==> config.mk <==
export PLATFORM = sky130hd
export DESIGN_NAME = fpc_port_ctrl
export DESIGN_NICKNAME = d
export VERILOG_FILES = /design/src/rtl/fpc_pkg.sv /design/src/rtl/fpc_frame_track.sv /design/src/rtl/fpc_port_reg.sv /design/src/rtl/fpc_read_reply.sv /design/src/rtl/fpc_port_ctrl.sv
export SDC_FILE = /design/constraint.sdc
export NUM_CORES = 1
export LEC_CHECK = 0
export BUFFER_PORTS_ARGS = -buffer_cell sky130_fd_sc_hd__buf_2
export CAP_MARGIN = 20
export CORE_UTILIZATION = 39
export CTS_CLUSTER_DIAMETER = 80
export DETAILED_ROUTE_END_ITERATION = 7
export GPL_TIMING_DRIVEN = 1
export PLACE_DENSITY = 0.6
export SLEW_MARGIN = 10
export SYNTH_ARGS = -nofsm -noshare
export SYNTH_HDL_FRONTEND = slang
export SYNTH_HIERARCHICAL = 1
export SYNTH_SLANG_ARGS = --single-unit
==> constraint.sdc <==
create_clock -name clk -period 6.6 [get_ports clk]
set_input_delay 0.33 -clock clk [delete_from_list [all_inputs] [get_ports clk]]
set_output_delay 0.33 -clock clk [all_outputs]
set_load 0.02 [all_outputs]
==> src/rtl/fpc_pkg.sv <==
package fpc_pkg;
   localparam int LOC_W     = 3;
   localparam int MAX_BYTES = 6;
   localparam int CNT_W     = $clog2(MAX_BYTES + 2);
   localparam int SLOTS     = 4;
   localparam int NPORT     = 2;

   typedef enum logic [LOC_W-1:0] {
      LA_CMD_WR  = 3'd0,
      LA_STAT_RD = 3'd1,
      LA_A_WR    = 3'd2,
      LA_A_RD    = 3'd3,
      LA_AB_WR   = 3'd4,
      LA_AB_RD   = 3'd5,
      LA_B_WR    = 3'd6,
      LA_B_RD    = 3'd7
   } loc_addr_e;

   // legal data byte count per local address
   function automatic logic frame_legal(input loc_addr_e la, input logic [CNT_W-1:0] n);
      logic ok;
      case (la)
         LA_CMD_WR:        ok = (n == CNT_W'(1));
         LA_AB_WR:         ok = (n == CNT_W'(6));
         LA_A_WR, LA_B_WR: ok = (n >= CNT_W'(1)) && (n <= CNT_W'(3));
         default:          ok = (n == '0);
      endcase
      return ok;
   endfunction
endpackage

==> src/rtl/fpc_frame_track.sv <==
module fpc_frame_track
   import fpc_pkg::*;
#(
   parameter int DW = 8
) (
   input  logic                      clk,
   input  logic                      rst_n,
   input  logic                      id_valid_i,
   input  logic                      match_i,
   input  loc_addr_e                 la_i,
   input  logic                      byte_valid_i,
   input  logic [DW-1:0]             byte_i,
   input  logic                      eof_i,
   output loc_addr_e                 la_o,
   output logic [CNT_W-1:0]          cnt_o,
   output logic [SLOTS-1:0][DW-1:0]  shadow_o,
   output logic                      commit_o,
   output logic                      ack_o
);
   localparam logic [CNT_W-1:0] CNT_SAT = '1;

   logic                     active_q;
   loc_addr_e                la_q;
   logic [CNT_W-1:0]         cnt_q;
   logic [SLOTS-1:0][DW-1:0] sh_q;
   logic                     ack_q;

   assign commit_o = eof_i && active_q && frame_legal(la_q, cnt_q);

   always_ff @(posedge clk or negedge rst_n) begin
      if (!rst_n) begin
         active_q <= 1'b0;
         la_q     <= LA_CMD_WR;
         cnt_q    <= '0;
         sh_q     <= '0;
         ack_q    <= 1'b0;
      end else begin
         ack_q <= commit_o;
         if (id_valid_i) begin
            active_q <= match_i;
            la_q     <= la_i;
            cnt_q    <= '0;
         end else if (eof_i) begin
            active_q <= 1'b0;
         end else if (byte_valid_i && active_q) begin
            // OPT positions (2 and 5) are counted but not stored
            case (cnt_q)
               CNT_W'(0): sh_q[0] <= byte_i;
               CNT_W'(1): sh_q[1] <= byte_i;
               CNT_W'(3): sh_q[2] <= byte_i;
               CNT_W'(4): sh_q[3] <= byte_i;
               default: ;
            endcase
            if (cnt_q != CNT_SAT) cnt_q <= cnt_q + CNT_W'(1);
         end
      end
   end

   assign la_o     = la_q;
   assign cnt_o    = cnt_q;
   assign shadow_o = sh_q;
   assign ack_o    = ack_q;
endmodule

==> src/rtl/fpc_port_reg.sv <==
module fpc_port_reg #(
   parameter int DW = 8
) (
   input  logic          clk,
   input  logic          rst_n,
   input  logic          load_i,
   input  logic [DW-1:0] data_i,
   input  logic [DW-1:0] ddr_i,
   output logic [DW-1:0] data_o,
   output logic [DW-1:0] ddr_o
);
   always_ff @(posedge clk or negedge rst_n) begin
      if (!rst_n) begin
         data_o <= '0;
         ddr_o  <= '0;
      end else if (load_i) begin
         data_o <= data_i;
         ddr_o  <= ddr_i;
      end
   end
endmodule

==> src/rtl/fpc_read_reply.sv <==
module fpc_read_reply
   import fpc_pkg::*;
#(
   parameter int DW = 8
) (
   input  logic          clk,
   input  logic          rst_n,
   input  logic          start_i,
   input  loc_addr_e     la_i,
   input  logic [DW-1:0] pad_a_i,
   input  logic [DW-1:0] pad_b_i,
   input  logic [DW-1:0] status_i,
   output logic          rd_valid_o,
   output logic [DW-1:0] rd_data_o
);
   logic          second_q;
   logic [DW-1:0] b_hold_q;

   always_ff @(posedge clk or negedge rst_n) begin
      if (!rst_n) begin
         rd_valid_o <= 1'b0;
         rd_data_o  <= '0;
         second_q   <= 1'b0;
         b_hold_q   <= '0;
      end else if (start_i) begin
         rd_valid_o <= 1'b1;
         second_q   <= (la_i == LA_AB_RD);
         b_hold_q   <= pad_b_i;
         case (la_i)
            LA_STAT_RD: rd_data_o <= status_i;
            LA_B_RD:    rd_data_o <= pad_b_i;
            default:    rd_data_o <= pad_a_i;
         endcase
      end else if (second_q) begin
         rd_valid_o <= 1'b1;
         rd_data_o  <= b_hold_q;
         second_q   <= 1'b0;
      end else begin
         rd_valid_o <= 1'b0;
      end
   end
endmodule

==> src/rtl/fpc_port_ctrl.sv <==
module fpc_port_ctrl
   import fpc_pkg::*;
#(
   parameter int DW     = 8,
   parameter int ADDR_W = 3
) (
   input  logic                    clk,
   input  logic                    rst_n,
   input  logic [ADDR_W-1:0]       ext_addr_i,
   input  logic                    id_valid_i,
   input  logic [ADDR_W+LOC_W-1:0] id_i,
   input  logic                    byte_valid_i,
   input  logic [DW-1:0]           byte_i,
   input  logic                    eof_i,
   input  logic [DW-1:0]           status_i,
   output logic                    ack_o,
   output logic                    rd_valid_o,
   output logic [DW-1:0]           rd_data_o,
   output logic [DW-1:0]           cmd_o,
   input  logic [DW-1:0]           pad_a_i,
   output logic [DW-1:0]           pad_a_o,
   output logic [DW-1:0]           pad_a_oe,
   input  logic [DW-1:0]           pad_b_i,
   output logic [DW-1:0]           pad_b_o,
   output logic [DW-1:0]           pad_b_oe
);
   if (DW < 1 || DW > 32) begin : g_bad_dw
      $error("fpc_port_ctrl: DW must lie in 1..32");
   end
   if (ADDR_W < 1 || ADDR_W > 8) begin : g_bad_addr
      $error("fpc_port_ctrl: ADDR_W must lie in 1..8");
   end

   logic                     match;
   loc_addr_e                la_in, la_q;
   logic [CNT_W-1:0]         cnt_q;
   logic [SLOTS-1:0][DW-1:0] sh;
   logic                     commit;
   logic [NPORT-1:0]         load;
   logic [NPORT-1:0][DW-1:0] data_in, ddr_in, data_q, ddr_q;
   logic [DW-1:0]            cmd_q;

   assign match = (id_i[ADDR_W+LOC_W-1:LOC_W] == ext_addr_i);
   assign la_in = loc_addr_e'(id_i[LOC_W-1:0]);

   fpc_frame_track #(.DW(DW)) u_track (
      .clk, .rst_n,
      .id_valid_i, .match_i(match), .la_i(la_in),
      .byte_valid_i, .byte_i, .eof_i,
      .la_o(la_q), .cnt_o(cnt_q), .shadow_o(sh),
      .commit_o(commit), .ack_o
   );

   fpc_read_reply #(.DW(DW)) u_reply (
      .clk, .rst_n,
      .start_i(id_valid_i && match && la_in[0]),
      .la_i(la_in), .pad_a_i, .pad_b_i, .status_i,
      .rd_valid_o, .rd_data_o
   );

   // route shadow bytes to the port that the local address selects
   always_comb begin
      load = '0;
      for (int p = 0; p < NPORT; p++) begin
         data_in[p] = sh[0];
         ddr_in[p]  = (cnt_q == CNT_W'(1)) ? {DW{1'b1}} : sh[1];
      end
      if (commit) begin
         case (la_q)
            LA_A_WR: load[0] = 1'b1;
            LA_B_WR: load[1] = 1'b1;
            LA_AB_WR: begin
               load       = '1;
               data_in[1] = sh[2];
               ddr_in[1]  = sh[3];
            end
            default: ;
         endcase
      end
   end

   for (genvar p = 0; p < NPORT; p++) begin : g_port
      fpc_port_reg #(.DW(DW)) u_reg (
         .clk, .rst_n,
         .load_i(load[p]), .data_i(data_in[p]), .ddr_i(ddr_in[p]),
         .data_o(data_q[p]), .ddr_o(ddr_q[p])
      );
   end

   always_ff @(posedge clk or negedge rst_n) begin
      if (!rst_n)                          cmd_q <= '0;
      else if (commit && la_q == LA_CMD_WR) cmd_q <= sh[0];
   end

   assign cmd_o    = cmd_q;
   assign pad_a_o  = data_q[0];
   assign pad_a_oe = ddr_q[0];
   assign pad_b_o  = data_q[1];
   assign pad_b_oe = ddr_q[1];
endmodule

Word-level counts from Yosys, hierarchy flattened
Index checks and enable logic that the tools add are counted.
Cells by class
  add/sub/neg operators: 1
  $lt $le $gt $ge: 2
  equality and inequality tests: 13
  muxes and demuxes: 21
  bitwise gates (word level): 2
  reductions and logical operators: 21
Operators by type and width (count)
  8-bit 2-to-1 mux: 7
  3-bit equality test, second input constant: 6
  8-bit one-hot mux with 2 select lines: 1
  4-bit AND reduction: 4
  3-bit 2-to-1 mux: 4
  2-bit nonzero test: 4
  1-bit logical AND: 7
  1-bit 2-to-1 mux: 7
  3-bit by 1-bit equality test with 1-bit output, second input constant: 2
  3-bit by 2-bit equality test with 1-bit output, second input constant: 2
  3-bit zero test: 2
  2-bit OR reduction: 3
  3-bit by 1-bit adder with 3-bit output, second input constant: 1
  3-bit equality test: 1
  3-bit by 1-bit greater-or-equal comparator with 1-bit output, second input constant: 1
  3-bit by 2-bit <= comparator with 1-bit output, second input constant: 1
  3-bit inequality test, second input constant: 1
  1-bit one-hot mux with 3 select lines: 1
  3-bit AND reduction: 1
  2-bit 2-to-1 mux: 1
  2-bit inequality test, second input constant: 1
  1-bit NOT: 2
Word-level totals
  flip-flop bits (word level): 98
  input port bits: 46
  output and inout bits: 50
  word-level logic and storage cells: 77

Depth between registers and ports, before layout
Gate-level depths: netlist of run 1.
  depth after elaboration: 5
  depth in mapped cells: 11
  gate-level depth less buffers: 9

Hierarchy
Netlist of run 1, hierarchy kept.
Modules (own cells, without submodules)
  fpc_frame_track: times used 1, cells an instance 110, area an instance 1740.4 µm², seq. area each 1001.0 µm²
  fpc_port_reg: times used 2, cells an instance 34, area an instance 649.4 µm², seq. area each 400.4 µm²
  fpc_read_reply: times used 1, cells an instance 86, area an instance 1001.0 µm², seq. area each 450.4 µm²
  fpc_port_ctrl: times used 1, cells an instance 55, area an instance 676.9 µm², seq. area each 200.2 µm²

Worst setup path after synthesis of run 1
OpenSTA, ideal clock, no wires.
  path type: flip-flop to flip-flop
  from: reg u_track.cnt_q[1], in the netlist u_track/cnt_o[1]
  to: reg g_port[1].u_reg.data_o[5]
  library setup time: 125 ps
  arrival: 2668 ps
  data required time: 6475 ps
  path slack: 3808 ps
  stages on the path, launching flop included: 12
  path buffers: 2
  clock period less this slack: 2792 ps
  cells stage by stage: dfrtp_1 > inv_1 > ha_1 > nor3b_1 > a311oi_1 > o41ai_1 > nand2b_1 > or3_1 > buf_6 > buf_12 > mux2_4 > mux2_2
RTL lines
  start: declaration: RTL line fpc_frame_track.sv:24  | logic [CNT_W-1:0] cnt_q;
  start signal: assignment: RTL line fpc_frame_track.sv:54  | if (cnt_q != CNT_SAT) cnt_q <= cnt_q + CNT_W'(1);
  end signal: assignment: RTL line fpc_port_reg.sv:17  | data_o <= data_i;
  end: declaration: RTL line fpc_port_reg.sv:9  | output logic [DW-1:0] data_o,

==> summary.txt, run 1 <==
Status -> finished, violations left
Violated checks -> DRC
Area of the mapped netlist -> 4720 µm²
Post-Synth Simple-Gate Area -> 8.25%
Clock Tree Root -> clkbuf_16
Mux cell area share after synthesis -> 26.9%
Gr usage total -> 16.6%
Number of synthesized register bits -> 98
Worst Path Arrival -> 3.63 ns
Nets -> 468
Crit share post-route -> 51.4%
Fin Setup TNS -> 0 ns
Share of cells above drive strength 1 -> 57.0%
Post-synth EDFFs -> 0
Synth area leaders -> dfrtp_1, mux2_2, mux2_4
Die Wd -> 112 µm
Top FF cell, synth -> dfrtp_1
Hold_buf cts -> 1
Max cap viols -> 0
Die height -> 112 µm
DR DRC count -> 2
Detailed placement HPWL -> 6.82 mm
Main combinational cell family by area after synthesis -> multiplexers
Asr flop ratio synth -> 100%
YS warnings -> 6
Final ANT Viol Nets -> 0
Post-synth top area cell -> dfrtp_1
I/O pin count -> 96
Post-synthesis net count -> 371
RR Startpoint -> u_track/cnt_o[1]
Cells after Synth -> 319
WL final -> 9.75 mm
Sinks on Clock Net -> 98
Core Footprint -> 11,600 µm²
Worst-skew pair later-pin latency -> 0.35 ns
Compound-gate portion of the synthesized area -> 6.05%
Largest net degree at the start of global routing -> 78
Post-Synth XOR/XNOR Area -> 1.27%
P_leak -> 2.86 nW
Vias per cell -> 5.05
Via Count -> 2,847
Adder-Cell Fraction of Synth Area -> 1.59%
CTS H-tree depth -> 3
R2r setup slk -> 3.21 ns
Worst min path class -> input port to flip-flop
# diodes -> 0
HP Start -> pad_b_i[6]
Clock transition at the registers of the reported paths -> 0.07 ns
Port bufs -> 95
Cell area power density -> 274 nW/µm²
Max transition margin -> 33.9%
Clock Skews -> 0.00754 ns
Post-CTS Setup Inserts -> 0
RSZ-0062 raised after global routing -> no
Post-layout min period -> 3.39 ns
Synth Area per Inst -> 14.8 µm²
Max rail drop VDD -> 0.144 mV
Startpoint Class -> flip-flop
Die ar. -> 12,500 µm²
CP Max Fanout -> 16
Worst-Margin Slew -> 0.992 ns
Fin. max-slew vios -> 0
GRT overflow -> 0
Kind of critical path -> flip-flop to flip-flop
Clock Tree Buf Depth -> 2
Row cnt -> 39
Crit path required time -> 6.83 ns
Gpl congestion -> 0.774
F_max -> 295 MHz
Synth-to-Final Area Change -> 19.8%
Critical path origin -> u_track/cnt_o[1]
Vias in the first global route -> 2,985
# setup viols final -> 0
First-pass iteration count of the detailed router -> 8
CP endpoint kind -> flip-flop
Share of the synthesized area in the top cell type -> 52.0%
Register area share after synthesis -> 52.0%
Drt wl/cell -> 17.3 µm
Initial Util -> 40.6%
Fin. Hold Viols -> 0
Antenna violations before repair -> 0
DRT iter0 DRCs -> 103
Cts repair resizes -> 0
Hold slack final -> 0.230 ns
CTS Buf Count -> 9
Global-route wire length before repair -> 15.8 mm
Post-synth cell types -> 45
CTS tree -> built
[flip-flops by register name (all words and copies together), names as in the netlist]
name / cells
g_port.u_reg/ddr_o: 16
u_track/active_q: 1
cmd_o: 8
u_track/ack_o: 1
u_track/cnt_o: 3
u_track/shadow_o: 32
u_reply/rd_valid_o: 1
u_reply/b_hold_q: 8
g_port.u_reg/data_o: 16
u_reply/rd_data_o: 8
u_reply/second_q: 1
u_track/la_o: 3
[placed cells by master (no fill, tap or decap), types with 3 or more instances in the layout]
master,count
dfrtp_1,98
buf_2,94
mux2_2,60
mux2_4,39
clkbuf_16,9
a21oi_1,9
a211oi_1,9
or2_2,8
o22ai_1,8
a211oi_2,8
and2b_1,6
or2b_1,6
ha_1,6
nand2b_1,4
nor3b_1,3
xor2_1,3
bufinv_16,3
nor2b_1,3
inv_1,3
nor2_1,3
[power breakdown]
part	switching, W	internal [W]	total [W]
logic	0.000119	0.000119	0.000238
clock network	0.000229	0.000381	0.000610
registers	0.0000398	0.000663	0.000702
[layout make-up]
cell class | instances | area [µm²]
inverters | 4 | 15.0
fillers | 1039 | 5960
flip-flops and latches | 98 | 2450
repair buffers | 100 | 566
well taps | 143 | 179
multi-input cells | 203 | 2090
clock inverters | 6 | 114
clock buffers | 10 | 239
[cell families after synthesis]
kind of cell,count (synthesis)
AO/OA/AOI/OAI,37
adder cells (fa/ha/maj),6
XOR/XNOR,6
flip-flops,98
AND/OR/NAND/NOR,54
buffers and inverters,18
multiplexers,100
[per-stage QoR]
stage | power [W] | setup slack [ns] | util, % | cell area, µm² | cells
4_1_cts | 0.00157 | 3.22 | 48.4 | 5620 | 563
5_1_grt | 0.00162 | 3.04 | 48.7 | 5650 | 564
2_1_floorplan | 0.000864 | 3.81 | - | 4720 | 319
3_3_place_gp | 0.000944 | 3.37 | 44.9 | 5220 | 544
3_5_place_dp | 0.000952 | 3.19 | 45.3 | 5260 | 546
6_report | 0.00155 | 3.21 | 48.7 | 5650 | 564
[synth_stat cells, types with 3 or more instances]
master / count
inv_1: 3
dfrtp_1: 98
ha_1: 6
buf_12: 4
nor2_1: 5
a21oi_1: 9
nor3b_1: 3
xor2_1: 3
or2_2: 8
and2b_1: 6
nor2b_1: 3
buf_6: 5
mux2_2: 60
a211oi_2: 8
or2b_1: 6
o22ai_1: 8
a211oi_1: 9
mux2_4: 39
nand2b_1: 4
[critical path, stage by stage, from the launching register on]
cell and delay [ns]:
dfrtp_1 0.45, inv_1 0.12, ha_1 0.25, nor3b_1 0.22
a311oi_1 0.07, o41ai_1 0.46, nand2b_1 0.21, or3_1 0.76
mux2_4 0.45, mux2_2 0.26
[metal layers]
layer	global-route usage (%)	wire [µm]
met1	21.7	4510
met2	26.4	4690
met3	4.68	424
met5	0	0
met4	5.60	122
[worst paths after layout]
| check | endpoint | cells past startpoint |
|---|---|---|
| min | u_reply/b_hold_q[6] | 2 |
| max in group asynchronous | cmd_o[5] | 4 |
| min in group asynchronous | u_reply/rd_data_o[7] | 2 |
| max reg2reg | g_port[1].u_reg/ddr_o[2] | 9 |
| min reg2reg | u_track/shadow_o[14] | 1 |
| max | g_port[1].u_reg/ddr_o[2] | 9 |
No activity file was read; power rests on OpenSTA's default activity.
==> run 2, diff against run 1 <==
Settings changed: ABC_AREA from default to 1, PLACE_DENSITY 0.6 to 0.62.
Clock period 6.6 ns to 2.9 ns, I/O delays scaled along.
==> run 2 against run 1 <==
Compared with the run above:
- the flow now finishes without violations
- clock power increased by 82%
- clock-buffer cell count unchanged
- clock skew decreased by 0.0023 ns
- register-to-register slack got worse by 2.7 ns
- critical path depth increased by 3
- hold slack got worse by 0.21 ns
- critical path type unchanged
- critical endpoint is now g_port[1].u_reg/ddr_o[3]
- largest power group unchanged
- highest routed layer unchanged
==> summary.txt, run 2 <==
Post-synth top cells -> nand2_1, dfrtp_1, inv_1
Worst Path Arrival -> 2.68 ns
Fin. Hold Viols -> 0
Synth-to-Final Area Change -> 16.7%
Detailed placement HPWL -> 7.55 mm
Clock Skews -> 0.00522 ns
RSZ-0062 raised after global routing -> no
Row cnt -> 39
DR DRC count -> 0
# setup viols final -> 0
Sinks on Clock Net -> 98
First-pass iteration count of the detailed router -> 4
Fillers -> 1,146
Post-synth top area cell -> dfrtp_1
DP Cell Count -> 790
F_max -> 417 MHz
Crit share post-route -> 82.7%
Kind of critical path -> flip-flop to flip-flop
Crit path required time -> 3.18 ns
Max reg flops -> 32
Post-synth cell types -> 32
# diodes -> 0
Hold slack final -> 0.0207 ns
Cells after Synth -> 563
CP max stage delay -> 0.51 ns
Clock transition at the registers of the reported paths -> 0.07 ns
I/O pin count -> 96
Share of cells above drive strength 1 -> 25.9%
Global-route wire length before repair -> 17.9 mm
Area of the mapped netlist -> 4750 µm²
Worst min path class -> input port to flip-flop
Drt wl/cell -> 13.0 µm
Gpl congestion -> 0.841
Max transition margin -> 58.4%
Die height -> 112 µm
Share of the synthesized area in the top cell type -> 51.6%
CP endpoint kind -> flip-flop
Clock Tree Root -> clkbuf_16
Number of synthesized register bits -> 98
Most numerous cell in the Yosys netlist -> nand2_1
Antenna violations before repair -> 0
Max rail drop VDD -> 0.278 mV
CTS H-tree depth -> 3
CP Max Fanout -> 16
Register area share after synthesis -> 51.6%
Vias in the first global route -> 3,771
Core Footprint -> 11,700 µm²
Final ANT Viol Nets -> 0
CTS Buf Count -> 9
CP top delay family -> simple AND/OR/NAND/NOR gates
WL final -> 10.5 mm
CTS tree -> built
Worst path slowest cell -> nor3_4
Post-layout min period -> 2.40 ns
Asr flop ratio synth -> 100%
Initial Util -> 40.7%
Port bufs -> 95
Post-synth EDFFs -> 0
Synth area leaders -> dfrtp_1, nand2_1, inv_1
Most frequent cell on the critical path -> nand2_1
YS warnings -> 6
Die Wd -> 112 µm
Via Count -> 3,791
Fin cells -> 807
Synth Area per Inst -> 8.44 µm²
Cell area power density -> 552 nW/µm²
Status -> completed
Register area -> 2450 µm²
Gr usage total -> 18.1%
Commonest non-fill, non-tap cell in the layout -> nand2_1
Startpoint Class -> flip-flop
Die ar. -> 12,600 µm²
Worst-Margin Slew -> 0.622 ns
Top FF cell, synth -> dfrtp_1
Commonest non-fill, non-tap cells in the layout -> nand2_1, dfrtp_1, buf_2
CP Cell Sequence -> inv_1 > ha_1 > nand2_1 > nand2_1 > nand3_1 > a21oi_1 > nand2_1 > nor3_4 > nand2_1 > nand2_1 > nand2_1 > nand2_1
DRT iter0 DRCs -> 198
Largest net degree at the start of global routing -> 84
P_leak -> 3.15 nW
Sum of buffers and inverters on the critical path -> 1
Nets -> 712
Multi-input logic area -> 1870 µm²
Fin Setup TNS -> 0 ns
Clock Tree Buf Depth -> 2
Max cap viols -> 0
Tot Pwr -> 0.00306 W
Vias per cell -> 4.70
Fin. max-slew vios -> 0
Worst-skew pair later-pin latency -> 0.34 ns
Post-synthesis net count -> 615
GRT overflow -> 0
run 2: repair_timing:
action	in CTS	in global routing
setup buffers	0	0
gates resized for setup	0	0
hold endpoints to repair	0	45
hold buffers	0	1
run 2: logic make-up after synthesis:
| logic type | after synthesis | synth area share (%) |
|---|---|---|
| xor gates and xnor gates | 1 | 0.184 |
| AOI/OAI and AO/OA | 58 | 7.85 |
| and+or+nand+nor | 326 | 29.7 |
| DFF | 98 | 51.6 |
| adders and majority gates | 6 | 1.58 |
| buffers and inverters | 74 | 9.03 |
run 2: metrics by stage:
step           setup slack, ns  instance area (µm²)  utilization (%)
2_1_floorplan            0.806                 4750                -
3_3_place_gp             0.647                 5250             45.0
3_5_place_dp             0.508                 5250             45.0
4_1_cts                  0.515                 5520             47.3
5_1_grt                  0.251                 5550             47.5
6_report                 0.501                 5550             47.5
run 2: path summary, 6_finish.rpt:
kind | slack, ns | start | depth (start not counted) | end
max | 0.50 | u_track/cnt_o[0] | 12 | g_port[1].u_reg/ddr_o[3]
min | 0.02 | pad_b_i[5] | 3 | u_reply/b_hold_q[5]
max reg2reg | 0.50 | u_track/cnt_o[0] | 12 | g_port[1].u_reg/ddr_o[3]
min reg2reg | 0.46 | u_reply/b_hold_q[4] | 2 | u_reply/b_hold_q[4]
max in group asynchronous | 1.71 | rst_n | 4 | cmd_o[6]
min in group asynchronous | 0.35 | rst_n | 2 | g_port[0].u_reg/data_o[2]
run 2: area by class of cell:
cell class	instances	area share, %
Inverter	58	4.13
Multi-Input combinational cell	391	33.7
Clock buffer	10	4.31
Clock inverter	5	0.564
Sequential cell	98	44.2
Tap cell	143	3.23
Timing Repair Buffer	102	9.84
run 2: report_power, final:
group	switching [W]	internal, W
Clock	0.000510	0.000597
Combinational	0.000263	0.000150
Sequential	0.0000713	0.00147
run 2: tightest hold or removal path, cell delays in order:
cell,delay (ns)
buf_2,0.09
nand2_1,0.05
nand2_1,0.05
run 2: metal layers:
metal	GRT usage, %	vias up	share of wire, %
met1	24.3	1758	47
met3	3.62	10	3.9
met2	29.2	85	47
met4	7.02	0	1.5
met5	0	-	0
li1	-	1938	-
==> run 3, diff against run 2 <==
Clock period 2.9 ns to 2 ns, I/O delays scaled along.
==> run 3 against run 2 <==
Compared with the run above:
- the flow now finishes with violations (setup timing)
- wire length grew 9.9%
- via count grew 5.1%
- register-to-register slack lost 0.57 ns
- maximum frequency grew 16%
- flip-flop and latch count is the same
- clock-buffer cell count grew 1
==> summary.txt, run 3 (same netlist as run 2, synthesis figures left out) <==
R2r setup slk -> -0.07 ns
Sequential share of power -> 46.6%
Clk pwr share -> 40.1%
Fin. max-slew vios -> 0
CP endpoint kind -> flip-flop
Register area -> 2460 µm²
DRT iter0 DRCs -> 219
Sw frac -> 26.3%
WHS Path Cells -> 3
Clock transition at the registers of the reported paths -> 0.07 ns
Startpoint Class -> flip-flop
I/O pin count -> 96
Highest metal used -> met4
DP Cell Count -> 801
Max rail drop VDD -> 0.416 mV
Vias per cell -> 4.74
Share of cells above drive strength 1 -> 33.2%
Max reg flops -> 32
RSZ-0062 raised after global routing -> yes
Final Util -> 52.7%
CTS Buf Count -> 9
DR DRC count -> 0
Antenna violations before repair -> 0
Fillers -> 1,092
CTS H-tree depth -> 3
# diodes -> 0
Reg2reg path depth -> 15
First-pass iteration count of the detailed router -> 4
Placed cell areas -> 5390 µm²
Max cap viols -> 0
Crit path required time -> 2.25 ns
Post-layout min period -> 2.07 ns
Clock Tree Buf Depth -> 2
Fin cells -> 841
Worst min path class -> input port to flip-flop
Worst Path Arrival -> 2.31 ns
Crit share post-route -> 103%
Largest net degree at the start of global routing -> 53
Max transition margin -> 71.2%
Commonest non-fill, non-tap cell in the layout -> nand2_1
Nets -> 745
Die Wd -> 112 µm
Synth-to-Final Area Change -> 29.5%
Cell area power density -> 781 nW/µm²
Sinks on Clock Net -> 98
CP Max Fanout -> 8
Worst r2r dst -> g_port[0].u_reg/data_o[0]
Gr usage total -> 19.0%
Post-route cell area -> 6150 µm²
Combinational share of power -> 13.3%
Status -> finished, violations left
F_max -> 484 MHz
Port bufs -> 95
Row cnt -> 39
Hold EP -> u_reply/second_q
HP Start -> id_i[0]
Die ar. -> 12,600 µm²
Global-route wire length before repair -> 18.7 mm
Met2 Wirelength -> 5.73 mm
Worst-skew pair later-pin latency -> 0.35 ns
Commonest non-fill, non-tap cells in the layout -> nand2_1, buf_2, dfrtp_1
CTS tree -> built
Gpl congestion -> 0.858
Hold slack final -> 0.0161 ns
Kind of critical path -> flip-flop to flip-flop
Vias in the first global route -> 3,966
Violated checks -> setup timing
GRT overflow -> 0
RR Startpoint -> u_track/cnt_o[0]
WL final -> 11.6 mm
Die height -> 112 µm
Met3 wire len -> 525 µm
Final ANT Viol Nets -> 0
Initial Util -> 40.7%
Worst-Margin Slew -> 0.430 ns
Core Footprint -> 11,700 µm²
Final WS setup -> -0.0653 ns
Drt wl/cell -> 13.8 µm
NetSw -> 0.00126 W
Detailed placement HPWL -> 7.96 mm
# setup viols final -> 16
Via Count -> 3,984
Clock Tree Root -> clkbuf_16
Clock Skews -> 0.00952 ns
Pre-CTS setup slack -> -0.0813 ns
WL met1 -> 5.13 mm
Fin. Hold Viols -> 0
Multi-input logic area -> 2060 µm²
P_leak -> 3.37 nW
Cell-internal power -> 0.00354 W
[run 3: timing repair]
item                                    in CTS  in global routing
gates cloned                                 1                  1
resized for setup                            7                 50
endpoints found under the setup margin      34                 40
hold endpoints to repair                    78                  0
pin swaps                                    3                 12
hold buffers                                10                  0
setup buffers                                3                  9
[run 3: area by class of cell]
cell class / instances / area share, %
timing repair inverter: 1 / 0.142
tap: 143 / 2.91
inverter: 58 / 3.93
clock inverter: 5 / 1.34
multi-input combinational: 391 / 33.4
sequential: 98 / 39.9
clock buffer: 11 / 4.11
timing repair buffer: 134 / 14.2
[run 3: how the worst max path moves through the flow]
stage	from	endpoint	slack, ns	cells past startpoint
floorplan	u_track/cnt_o[0]	g_port[0].u_reg/data_o[0]	0.02	15
finish	u_track/cnt_o[0]	g_port[0].u_reg/data_o[0]	-0.07	15
detailed placement	u_track/cnt_o[0]	g_port[0].u_reg/ddr_o[4]	-0.08	14
CTS	u_track/cnt_o[0]	g_port[1].u_reg/data_o[0]	-0.05	13
global placement	u_track/cnt_o[0]	g_port[0].u_reg/ddr_o[6]	0.004	14
global route	u_track/cnt_o[0]	g_port[0].u_reg/ddr_o[5]	-0.19	15
[run 3: power groups by stage]
stage | Sequential (W) | Combinational, W | Clock (W)
floorplan | 0.00233 | 0.000294 | 0
global placement | 0.00227 | 0.000602 | 0
detailed placement | 0.00227 | 0.000610 | 0
finish | 0.00224 | 0.000640 | 0.00193
CTS | 0.00223 | 0.000631 | 0.00197
global route | 0.00225 | 0.000731 | 0.00205
[run 3: through the flow]
| stage | total power, W | TNS, ns |
|---|---|---|
| floorplan | 0.00262 | 0 |
| global placement | 0.00287 | 0 |
| detailed placement | 0.00288 | -1.80 |
| CTS | 0.00484 | -0.822 |
| global route | 0.00504 | -4.05 |
| finish | 0.00480 | -0.891 |
[run 3: metal layers]
layer  up-vias  GRT usage [%]
li1       2012              -
met1      1857           23.4
met2        99           32.4
met3        16           5.02
met4         0           6.58
met5         -              0
[run 3: critical path, cell delays in order, from the launching register on]
cell     delay [ns]
dfrtp_2        0.46
ha_4           0.18
ha_4           0.13
nor2_2         0.04
nand3_2        0.07
nand3_2        0.08
a21oi_4        0.17
inv_2          0.06
nor2_4         0.11
o21ai_2        0.06
a21oi_2        0.16
buf_6          0.13
buf_12         0.13
inv_12         0.05
nand2_2        0.05
nand2_2        0.05
